### config.mk
export PLATFORM = sky130hd
export DESIGN_NAME = spi_dbuf_unit
export DESIGN_NICKNAME = d
export VERILOG_FILES = /design/src/rtl/spi_dbuf_pkg.sv /design/src/rtl/spi_edge_gen.sv /design/src/rtl/spi_shift.sv /design/src/rtl/spi_regs.sv /design/src/rtl/spi_dbuf_unit.sv
export SDC_FILE = /design/constraint.sdc
export NUM_CORES = 1
export LEC_CHECK = 0
export ABC_AREA = 0
export BUFFER_PORTS_ARGS = -buffer_cell sky130_fd_sc_hd__buf_4
export CAP_MARGIN = 10
export CORE_UTILIZATION = 50
export CTS_CLUSTER_SIZE = 20
export DETAILED_ROUTE_END_ITERATION = 10
export PLACE_DENSITY = 0.74
export SYNTH_ARGS = -nofsm -noshare
export SYNTH_HDL_FRONTEND = slang
export SYNTH_SLANG_ARGS = --single-unit
### constraint.sdc
create_clock -name clk -period 1.35 [get_ports clk]
set_input_delay 0.0675 -clock clk [delete_from_list [all_inputs] [get_ports clk]]
set_output_delay 0.0675 -clock clk [all_outputs]
set_load 0.005 [all_outputs]
### src/rtl/spi_dbuf_pkg.sv
// Package: shared register addresses, control/status bit positions and
// bus geometry for the double-buffered SPI transfer unit.
// Assumes an 8-bit or wider data bus so that every status bit fits.
package spi_dbuf_pkg;
    localparam int unsigned AW = 2;

    localparam logic [AW-1:0] ADR_CTRL = 2'd0;
    localparam logic [AW-1:0] ADR_STAT = 2'd1;
    localparam logic [AW-1:0] ADR_DATA = 2'd2;

    // control bits
    localparam int unsigned C_EN  = 0;
    localparam int unsigned C_MST = 1;
    localparam int unsigned C_RIE = 2;
    localparam int unsigned C_EIE = 3;

    // status bits
    localparam int unsigned S_RXF  = 7;
    localparam int unsigned S_OVR  = 6;
    localparam int unsigned S_MODF = 4;
    localparam int unsigned S_TXE  = 3;
endpackage

### src/rtl/spi_edge_gen.sv
// Module: spi_edge_gen
// Produces one-cycle capture (rising SCK) and shift (falling SCK) strobes.
// As master it divides the bus clock by 2*HALF while run is high and holds
// SCK low otherwise. As slave it synchronises an external SCK with two
// flops and detects its edges. Assumes the external SCK is slow compared
// with the bus clock (at least a few bus cycles per level).
module spi_edge_gen #(
    parameter int unsigned HALF = 2
) (
    input  logic clk,
    input  logic rst_n,
    input  logic master,
    input  logic run,
    input  logic sck_ext,
    output logic cap_p,
    output logic shf_p,
    output logic sck_lvl
);
    localparam int unsigned CW = (HALF > 1) ? $clog2(HALF) : 1;

    logic [CW-1:0] cnt;
    logic          lvl;
    logic [2:0]    sync;
    logic          tick;

    assign tick    = (cnt == CW'(HALF - 1));
    assign sck_lvl = lvl;

    // Purpose: master half-period counter and SCK level.
    always_ff @(posedge clk) begin
        if (!rst_n) begin
            cnt <= '0;
            lvl <= 1'b0;
        end else if (!(master && run)) begin
            cnt <= '0;
            lvl <= 1'b0;
        end else if (tick) begin
            cnt <= '0;
            lvl <= ~lvl;
        end else begin
            cnt <= cnt + CW'(1);
        end
    end

    // Purpose: bring the external slave clock into the bus clock domain.
    always_ff @(posedge clk) begin
        if (!rst_n) sync <= '0;
        else        sync <= {sync[1:0], sck_ext};
    end

    // Purpose: choose the strobe source for the configured role.
    always_comb begin
        if (master) begin
            cap_p = run && tick && !lvl;
            shf_p = run && tick && lvl;
        end else begin
            cap_p = sync[1] && !sync[2];
            shf_p = !sync[1] && sync[2];
        end
    end
endmodule

### src/rtl/spi_shift.sv
// Module: spi_shift
// Eight-bit (W-bit) shift engine. Loads from the transmit holding register
// only while not busy, captures the input bit on cap_p and shifts it in MSB
// first on shf_p. Flags the capture of bit 1 and the completion of a frame.
// kill drops the frame in progress. Assumes cap_p and shf_p alternate.
module spi_shift #(
    parameter int unsigned W = 8
) (
    input  logic         clk,
    input  logic         rst_n,
    input  logic         master,
    input  logic         slave_sel,
    input  logic         load_ok,
    input  logic         kill,
    input  logic         ld_req,
    input  logic [W-1:0] ld_data,
    input  logic         cap_p,
    input  logic         shf_p,
    input  logic         sdi,
    output logic         ld_ack,
    output logic         busy,
    output logic         sdo,
    output logic         bit1_stb,
    output logic         done,
    output logic [W-1:0] rx_data
);
    localparam int unsigned BCW = $clog2(W);

    logic [W-1:0]   shreg;
    logic [BCW-1:0] bitn;
    logic           rbit;
    logic           busy_q;
    logic           cap_ok;
    logic           last;

    assign ld_ack   = !busy_q && ld_req && load_ok;
    assign cap_ok   = cap_p && !kill && (master ? busy_q : slave_sel);
    assign last     = (bitn == BCW'(W - 1));
    assign done     = shf_p && busy_q && !kill && last;
    assign bit1_stb = cap_ok && (bitn == BCW'(W - 2));
    assign rx_data  = {shreg[W-2:0], rbit};
    assign sdo      = shreg[W-1];
    assign busy     = busy_q;

    // Purpose: frame state, bit counter, capture latch and shift register.
    always_ff @(posedge clk) begin
        if (!rst_n) begin
            shreg  <= '0;
            bitn   <= '0;
            rbit   <= 1'b0;
            busy_q <= 1'b0;
        end else begin
            if (ld_ack) shreg <= ld_data;
            if (kill) begin
                busy_q <= 1'b0;
                bitn   <= '0;
            end else begin
                if (ld_ack && master) busy_q <= 1'b1;
                if (cap_ok) begin
                    rbit <= sdi;
                    if (!master) busy_q <= 1'b1;
                end
                if (shf_p && busy_q) begin
                    shreg <= {shreg[W-2:0], rbit};
                    if (last) begin
                        bitn   <= '0;
                        busy_q <= 1'b0;
                    end else begin
                        bitn <= bitn + BCW'(1);
                    end
                end
            end
        end
    end
endmodule

### src/rtl/spi_regs.sv
// Module: spi_regs
// CPU-side register file. Holds control, the transmit holding register and
// the receive holding register. Keeps the receive-full, overflow and
// mode-fault flags with their two-step clear sequences, and forms the
// interrupt. Assumes one-cycle bus_sel strobes; read side effects occur on
// the strobe cycle.
module spi_regs
    import spi_dbuf_pkg::*;
#(
    parameter int unsigned DW = 8
) (
    input  logic          clk,
    input  logic          rst_n,
    input  logic          bus_sel,
    input  logic          bus_wr,
    input  logic [AW-1:0] bus_addr,
    input  logic [DW-1:0] bus_wdata,
    output logic [DW-1:0] bus_rdata,
    input  logic          ld_ack,
    input  logic          bit1_stb,
    input  logic          done,
    input  logic [DW-1:0] rx_data,
    input  logic          modf_det,
    output logic          ctl_en,
    output logic          ctl_master,
    output logic          modf,
    output logic          txfull,
    output logic [DW-1:0] txbuf,
    output logic          irq
);
    logic [DW-1:0] ctrl;
    logic [DW-1:0] rxbuf;
    logic          rxf, ovr, ovr_arm, modf_arm;
    logic          rd_stat, rd_data, wr_ctrl, wr_data;

    assign rd_stat = bus_sel && !bus_wr && (bus_addr == ADR_STAT);
    assign rd_data = bus_sel && !bus_wr && (bus_addr == ADR_DATA);
    assign wr_ctrl = bus_sel && bus_wr && (bus_addr == ADR_CTRL);
    assign wr_data = bus_sel && bus_wr && (bus_addr == ADR_DATA);

    assign ctl_en     = ctrl[C_EN];
    assign ctl_master = ctrl[C_MST];
    assign irq        = (rxf && ctrl[C_RIE]) || ((ovr || modf) && ctrl[C_EIE]);

    // Purpose: control register.
    always_ff @(posedge clk) begin
        if (!rst_n)       ctrl <= '0;
        else if (wr_ctrl) ctrl <= bus_wdata;
    end

    // Purpose: transmit holding register; writes accepted only when empty.
    always_ff @(posedge clk) begin
        if (!rst_n) begin
            txbuf  <= '0;
            txfull <= 1'b0;
        end else begin
            if (ld_ack) txfull <= 1'b0;
            if (wr_data && !txfull) begin
                txbuf  <= bus_wdata;
                txfull <= 1'b1;
            end
        end
    end

    // Purpose: receive holding register and receive-full flag.
    always_ff @(posedge clk) begin
        if (!rst_n) begin
            rxbuf <= '0;
            rxf   <= 1'b0;
        end else if (done && !ovr) begin
            rxbuf <= rx_data;
            rxf   <= 1'b1;
        end else if (rd_data) begin
            rxf <= 1'b0;
        end
    end

    // Purpose: overflow flag with status-then-data clear sequence.
    always_ff @(posedge clk) begin
        if (!rst_n) begin
            ovr     <= 1'b0;
            ovr_arm <= 1'b0;
        end else begin
            if (bit1_stb && rxf)         ovr <= 1'b1;
            else if (rd_data && ovr_arm) ovr <= 1'b0;
            if (!ovr)                    ovr_arm <= 1'b0;
            else if (rd_stat)            ovr_arm <= 1'b1;
        end
    end

    // Purpose: mode-fault flag with status-then-control-write clear sequence.
    always_ff @(posedge clk) begin
        if (!rst_n) begin
            modf     <= 1'b0;
            modf_arm <= 1'b0;
        end else begin
            if (modf_det)                 modf <= 1'b1;
            else if (wr_ctrl && modf_arm) modf <= 1'b0;
            if (!modf)                    modf_arm <= 1'b0;
            else if (rd_stat)             modf_arm <= 1'b1;
        end
    end

    // Purpose: read data multiplexer.
    always_comb begin
        bus_rdata = '0;
        case (bus_addr)
            ADR_CTRL: bus_rdata = ctrl;
            ADR_STAT: begin
                bus_rdata[S_RXF]  = rxf;
                bus_rdata[S_OVR]  = ovr;
                bus_rdata[S_MODF] = modf;
                bus_rdata[S_TXE]  = !txfull;
            end
            ADR_DATA: bus_rdata = rxbuf;
            default:  bus_rdata = '0;
        endcase
    end

    a_r6_ovr_only_when_full: assert property (@(posedge clk) disable iff (!rst_n)
        $rose(ovr) |-> $past(rxf));
    a_r7_rx_frozen: assert property (@(posedge clk) disable iff (!rst_n)
        (ovr && done) |=> $stable(rxbuf));
    a_r9_ovr_clear_by_read: assert property (@(posedge clk) disable iff (!rst_n)
        $fell(ovr) |-> $past(rd_data));
endmodule

### src/rtl/spi_dbuf_unit.sv
// Module: spi_dbuf_unit (top)
// Double-buffered SPI transfer unit. Ties together the register file, the
// shift engine and the SCK edge generator. Synchronises the select input,
// detects a mode fault in master mode and drives the pad enables.
// Assumes external serial inputs change slowly relative to clk in slave mode.
module spi_dbuf_unit
    import spi_dbuf_pkg::*;
#(
    parameter int unsigned DW       = 8,
    parameter int unsigned HALF_DIV = 2
) (
    input  logic          clk,
    input  logic          rst_n,
    input  logic          bus_sel,
    input  logic          bus_wr,
    input  logic [AW-1:0] bus_addr,
    input  logic [DW-1:0] bus_wdata,
    output logic [DW-1:0] bus_rdata,
    output logic          irq,
    output logic          sck_o,
    output logic          sck_oe,
    output logic          mosi_o,
    output logic          mosi_oe,
    input  logic          miso_i,
    input  logic          sck_i,
    input  logic          mosi_i,
    output logic          miso_o,
    output logic          miso_oe,
    input  logic          ss_n_i
);
    logic          ctl_en, ctl_master, modf_flag, txfull;
    logic          ld_ack, sh_busy, bit1_stb, done, sdo;
    logic          cap_p, shf_p, sck_lvl;
    logic          ss_low, modf_det, kill, load_ok, slave_sel, sdi;
    logic [DW-1:0] txbuf, rx_data;
    logic [1:0]    ss_sync;

    // Purpose: two-flop synchroniser for the select input (idles high).
    always_ff @(posedge clk) begin
        if (!rst_n) ss_sync <= 2'b11;
        else        ss_sync <= {ss_sync[0], ss_n_i};
    end

    assign ss_low    = !ss_sync[1];
    assign modf_det  = ctl_en && ctl_master && ss_low;
    assign kill      = !ctl_en || (ctl_master ? (modf_flag || modf_det) : !ss_low);
    assign load_ok   = ctl_en && (!ctl_master || !(modf_flag || modf_det));
    assign slave_sel = ctl_en && !ctl_master && ss_low;
    assign sdi       = ctl_master ? miso_i : mosi_i;

    assign sck_o   = sck_lvl;
    assign sck_oe  = ctl_en && ctl_master && !modf_flag;
    assign mosi_o  = sdo;
    assign mosi_oe = ctl_en && ctl_master && !modf_flag;
    assign miso_o  = sdo;
    assign miso_oe = slave_sel;

    spi_regs #(.DW(DW)) u_regs (
        .clk(clk), .rst_n(rst_n),
        .bus_sel(bus_sel), .bus_wr(bus_wr), .bus_addr(bus_addr),
        .bus_wdata(bus_wdata), .bus_rdata(bus_rdata),
        .ld_ack(ld_ack), .bit1_stb(bit1_stb), .done(done), .rx_data(rx_data),
        .modf_det(modf_det), .ctl_en(ctl_en), .ctl_master(ctl_master),
        .modf(modf_flag), .txfull(txfull), .txbuf(txbuf), .irq(irq)
    );

    spi_shift #(.W(DW)) u_shift (
        .clk(clk), .rst_n(rst_n), .master(ctl_master), .slave_sel(slave_sel),
        .load_ok(load_ok), .kill(kill), .ld_req(txfull), .ld_data(txbuf),
        .cap_p(cap_p), .shf_p(shf_p), .sdi(sdi),
        .ld_ack(ld_ack), .busy(sh_busy), .sdo(sdo), .bit1_stb(bit1_stb),
        .done(done), .rx_data(rx_data)
    );

    spi_edge_gen #(.HALF(HALF_DIV)) u_edge (
        .clk(clk), .rst_n(rst_n), .master(ctl_master), .run(sh_busy),
        .sck_ext(sck_i), .cap_p(cap_p), .shf_p(shf_p), .sck_lvl(sck_lvl)
    );

    a_r2_refill: assert property (@(posedge clk) disable iff (!rst_n)
        (txfull && !sh_busy && load_ok) |=> !txfull);
    a_r4_hold_pending: assert property (@(posedge clk) disable iff (!rst_n)
        (txfull && sh_busy && !done) |=> txfull);
    a_r11_fault_stops: assert property (@(posedge clk) disable iff (!rst_n)
        modf_flag |=> !sh_busy);
endmodule

Word-level counts from Yosys, hierarchy flattened
Cells that the tools add are included.
Operators by class
  $add $sub $neg: 2
  eq/ne operators: 4
  multiplexer cells: 26
  bitwise operators: 4
  reductions and logical operators: 63
Operators with widths (number)
  $logic_and 1x1->1: 34
  $mux 8: 3
  $mux 1: 18
  $logic_not 1->1: 13
  $pmux 2 s3: 2
  $reduce_and 2->1: 4
  $reduce_bool 2->1: 4
  $eq 3x3->1 const B: 2
  $pmux 3 s2: 1
  $logic_or 1x1->1: 5
  $not 1->1: 4
  $add 3x1->3 const B: 1
  $mux 3: 1
  $reduce_or 3->1: 1
  $eq 2x1->1 const B: 1
  $eq 2x2->1 const B: 1
  $logic_not 2->1: 1
  $pmux 1 s2: 1
  $reduce_or 2->1: 1
  $add 1x1->1 const B: 1
Word-level totals
  flip-flop bits (word level): 50
  bits of input ports: 18
  word-level logic and storage cells: 116

Depth between registers and ports, before layout
  depth in word-level cells: 13
  gate-level depth with buffers: 6

By module
A second synthesis with hierarchy kept.
Second synthesis, totals
  cells, all modules: 258
  area total of the unflattened synthesis: 2284.7 um^2
Modules (own cells, without submodules)
  spi_regs: times used 1, cells an instance 148, area an instance 1318.8 um^2, sequential area each 600.6 um^2
  spi_shift: times used 1, cells an instance 77, area an instance 658.1 um^2, sequential area each 260.2 um^2
  spi_edge_gen: times used 1, cells an instance 18, area an instance 177.7 um^2, sequential area each 100.1 um^2
  spi_dbuf_unit: times used 1, cells an instance 15, area an instance 130.1 um^2, sequential area each 40.0 um^2

Worst setup path after synthesis
Ideal clock, no wire load.
  path type: register -> register
  from: register u_regs.ctrl[0]
  to: register u_regs.rxbuf[0]
  arrival: 1.366 ns
  required time: 1.278 ns
  setup slack: -0.088 ns
  stages on the path, launching flop included: 7
  buffers on the path: 2
  clock period less this slack: 1.438 ns
  cell sequence: dfxtp_1 > buf_6 > nor3b_4 > a31oi_4 > nor4_4 > buf_6 > mux2i_1
On the way
  longest elaborated chain between the ends: 9
  elaborated cells on any way between the ends: 10
  those cells by class: mux (1); reduce/logical (9)
RTL lines
  start, declared: RTL line spi_regs.sv:31  | logic [DW-1:0] ctrl;
  start signal, assigned: RTL line spi_regs.sv:48  | else if (wr_ctrl) ctrl <= bus_wdata;
  $logic_and 1x1->1 (2 in a row): RTL line spi_dbuf_unit.sv:45  | assign modf_det = ctl_en && ctl_master && ss_low;
  $logic_or 1x1->1: RTL line spi_dbuf_unit.sv:46  | assign kill = !ctl_en || (ctl_master ? (modf_flag || modf_det) : !ss_low);
  $mux 1: RTL line spi_dbuf_unit.sv:46
  $logic_or 1x1->1 *: RTL line spi_dbuf_unit.sv:46
  $logic_not 1->1 *: RTL line spi_shift.sv:39  | assign done = shf_p && busy_q && !kill && last;
  $logic_and 1x1->1 * (2 in a row): RTL line spi_shift.sv:39
  $logic_and 1x1->1 *: RTL line spi_regs.sv:70  | end else if (done && !ovr) begin
  end signal, assigned: RTL line spi_regs.sv:71  | rxbuf <= rx_data;
  end, declared: RTL line spi_regs.sv:32  | logic [DW-1:0] rxbuf;
Every way passes the cells marked *; elsewhere a longest branch is shown, timed or not.
A chain may end at the register's enable or synchronous reset.

Final worst setup path
  from: register u_regs.ctrl[1]
  to: register u_regs.rxbuf[3]
On the way
  longest elaborated chain between the ends: 9
  elaborated cells on any way between the ends: 11
  those cells by class: mux (2); reduce/logical (9)
RTL lines (RTL line)
  $logic_and 1x1->1 (2 in a row): spi_dbuf_unit.sv:45
  $logic_or 1x1->1: spi_dbuf_unit.sv:46
  $mux 1: spi_dbuf_unit.sv:46
  $logic_or 1x1->1: spi_dbuf_unit.sv:46
  $logic_not 1->1: spi_shift.sv:39
  $logic_and 1x1->1 * (2 in a row): spi_shift.sv:39
  $logic_and 1x1->1 *: spi_regs.sv:70
Marked as above.

==> impl_metrics.py <==
metrics = {
    "global_route": {
        "grt_max_degree": 28,
        "grt_pass1_vias": 1707,
        "grt_use_met2_pct": 32.8,
        "grt_use_met3_pct": 5.23,
        "grt_overflow_total": 0,
        "groute.layer.met1.usage_pct": 32.7,
        "antenna_found_initial": 0,
        "track_usage_pct": 22.7,
        "grt_pass1_wl_um": 8540,
        "top_usage_layer": "met2",
    },
    "die": {
        "core_area_sq_um": 4380,
        "dieArea_sq_um": 4860,
        "die_w_um": 69.7,
        "io_pins": 33,
        "die_h_um": 69.7,
        "start_util_pct": 52.3,
        "num_rows": 24,
    },
    "synthesis": {
        "synth_ff_type": "dfxtp_1",
        "yosys-top-cells-area": "dfxtp_1 (44%), mux2i_1 (18%), nor2b_1 (5.2%)",
        "ys_async_sr_fraction_pct": 0,
        "synth_top_area_share_pct": 43.6,
        "yosys.area.top_type": "dfxtp_1",
        "syn_area_per_cell_sq_um": 9.76,
        "synth_cell_types": 38,
        "synth_fp_nets": 256,
        "synth_seq_cells": 50,
        "synth_edf_count": 0,
        "syn_area_sq_um": 2290,
        "synth_cells": 235,
        "synth.yosys.seq_area_share_pct": 43.6,
        "yosys_warnings": 0,
    },
    "power": {
        "p_leak_nw": 1.11,
        "powerDensity_nw_per_um2": 861,
        "ir_drop_mv": 0.501,
    },
    "sta": {
        "period_minus_slack_ps": 1500,
        "drv_slew": 0,
        "grt_setup_unrepaired": "true",
        "hold_viol": 0,
        "relSlewSlack_pct": 78.3,
        "clock_skew_ps": 9.26,
        "tightest_slew_ps": 325,
        "timing.final.ws_setup_ps": -152,
        "finalHoldWorstSlack_ps": 21.4,
        "setup_violations": 18,
        "fin_crit_sh_pct": 111,
        "fmax_ghz": 0.666,
    },
    "worst_setup_path": {
        "cp-startpoint": "u_regs.ctrl[1]",
        "cp_max_fo": 9,
        "arrival_ps": 1740,
        "end_kind": "register",
        "startpoint_type": "register",
        "worst-r2r-cell-count": 5,
        "required_ps": 1590,
        "rrSetupSlack_ps": -150,
        "endpoint": "u_regs.rxbuf[3]",
        "path_class": "register to register",
        "r2r-end": "u_regs.rxbuf[3]",
        "r2r_start": "u_regs.ctrl[1]",
    },
    "clocking": {
        "insertion_delay_ps": 310,
        "cts_buffer_depth": 2,
        "clk_pin_slew_ps": 90,
        "cts_sinks": 50,
        "cts-root-buf": "clkbuf_8",
        "cts_tree": "yes",
        "cts_buffers": 5,
        "htreeDepth": 2,
    },
    "cells_and_area": {
        "utilization_pct": 67.6,
        "final_area_sq_um": 2960,
        "drive_above_1_share_pct": 32.6,
        "diodes": 0,
        "fin_nets": 309,
        "num-fill-cells": 352,
        "area_delta_synth_final_pct": 29.1,
    },
    "routing": {
        "vias": 1834,
        "viasPerCell": 5.39,
        "wirelength_um": 5210,
        "routedWlPerCell_um": 15.3,
        "first_iter_violations": 89,
        "drc_errors": 0,
        "ant_nets": 0,
        "dr.pass1.iters": 4,
    },
    "outcome": {
        "status": "complete, but fails checks",
        "violations": "setup timing",
    },
    "hold_path": {
        "hold_path_class": "input pin to register",
    },
    "place": {
        "port_buffers": 32,
        "gp_congestion": 0.897,
        "hpwl_um": 3760,
        "dpl_cell_area_sq_um": 2760,
    },
    "job": {
        "cap_violations": 0,
    },
}
[layout by cell type (no fill, tap or decap), drive strengths merged, types with 2 or more instances in the layout]
| master | Yosys | layout |
|---|---|---|
| o21ai | 6 | 6 |
| dlygate4sd3 | 0 | 2 |
| ha | 3 | 3 |
| o22ai | 2 | 2 |
| nor3b | 5 | 5 |
| o31ai | 8 | 8 |
| nor2b | 20 | 20 |
| a21oi | 10 | 10 |
| and2 | 4 | 4 |
| o21a | 4 | 4 |
| inv | 3 | 3 |
| nand3 | 2 | 2 |
| nor2 | 9 | 9 |
| nand2b | 4 | 4 |
| clkbuf | 7 | 5 |
| dfxtp | 50 | 50 |
| nand2 | 30 | 30 |
| a211oi | 4 | 4 |
| mux2i | 41 | 41 |
| clkinvlp | 0 | 2 |
| buf | 10 | 61 |
[critical path, cell delays in order, from the launching register on]
cell	delay, ps
dfxtp_4	430
nor2b_4	210
a31oi_4	120
nor4_4	310
buf_12	180
mux2i_1	180
[per-layer routing]
layer,share of wire (%),vias to the layer above
li1,-,920
met5,0,-
met2,43,47
met4,2.1,0
met1,51,855
met3,4.0,12
[layout make-up]
| class | instances | area [sq um] | area share (%) |
|---|---|---|---|
| Multi-Input combinational cell | 165 | 1260 | 42.4 |
| Tap cell | 52 | 65.1 | 2.20 |
| Clock inverter | 2 | 15.0 | 0.507 |
| Sequential cell | 50 | 1020 | 34.3 |
| Clock buffer | 5 | 68.8 | 2.32 |
| Timing Repair Buffer | 63 | 529 | 17.9 |
| Inverter | 3 | 11.3 | 0.380 |
[how the worst min path moves through the flow]
stage | from | to | cells after the start
3_5_place_dp | ss_n_i | ss_sync[0] | 2
6_report | bus_wdata[6] | u_regs.ctrl[6] | 3
3_3_place_gp | ss_n_i | ss_sync[0] | 2
2_1_floorplan | ss_n_i | ss_sync[0] | 1
5_1_grt | bus_wdata[6] | u_regs.ctrl[6] | 3
4_1_cts | bus_wdata[4] | u_regs.ctrl[4] | 3
[per-stage QoR]
step / instances / setup WS (ps) / total power (W) / setup TNS (ps)
after floorplan: 235 / -9.65 / 0.00164 / -77.0
after global placement: 329 / -47.2 / 0.00172 / -612
after detailed placement: 329 / -99.3 / 0.00173 / -1330
after CTS: 339 / -107 / 0.00257 / -976
after global routing: 340 / -244 / 0.00266 / -2730
final: 340 / -152 / 0.00255 / -1520
[synthesized netlist by cell type (all sizes together) (5+ instances only)]
library cell   n
dfxtp         50
nor3b          5
buf           10
clkbuf         7
nor2b         20
mux2i         41
o21ai          6
o31ai          8
nand2         30
nor2           9
a21oi         10
[state kept, by name (all words and copies together), names as in the netlist, 2 cells and up]
| register | flops |
|---|---|
| ss_sync | 2 |
| u_regs.txbuf | 8 |
| u_regs.rxbuf | 8 |
| u_edge.sync | 3 |
| u_shift.bitn | 3 |
| u_shift.shreg | 8 |
| u_regs.ctrl | 8 |
[cells by family (layout without fill, tap and decap cells)]
| logic type | Yosys count | after routing | synth area share (%) |
|---|---|---|---|
| adders and majority gates | 3 | 3 | 1.64 |
| xor gates and xnor gates | 1 | 1 | 0.382 |
| DFF | 50 | 50 | 43.6 |
| and+or+nand+nor | 81 | 81 | 19.9 |
| buffers and inverters | 20 | 73 | 4.69 |
| AOI/OAI and AO/OA | 38 | 38 | 11.4 |
| muxes | 42 | 42 | 18.4 |
[power by group]
group | total [W] | switching, W | internal [W] | leakage, nW
Sequential | 0.00150 | 0.0000139 | 0.00149 | 0.407
Clock | 0.000853 | 0.000499 | 0.000354 | 0.0362
Combinational | 0.000197 | 0.0000876 | 0.000110 | 0.671
[repair_timing]
action / CTS / global route
endpoints found under the setup margin: 22 / 25
setup buffers: 0 / 1
resized for setup: 18 / 7
cloned: 1 / 0
hold buffers: 2 / 0
pin swaps: 10 / 5
hold endpoints to repair: 2 / 0
(Power assumes the default switching activity.)
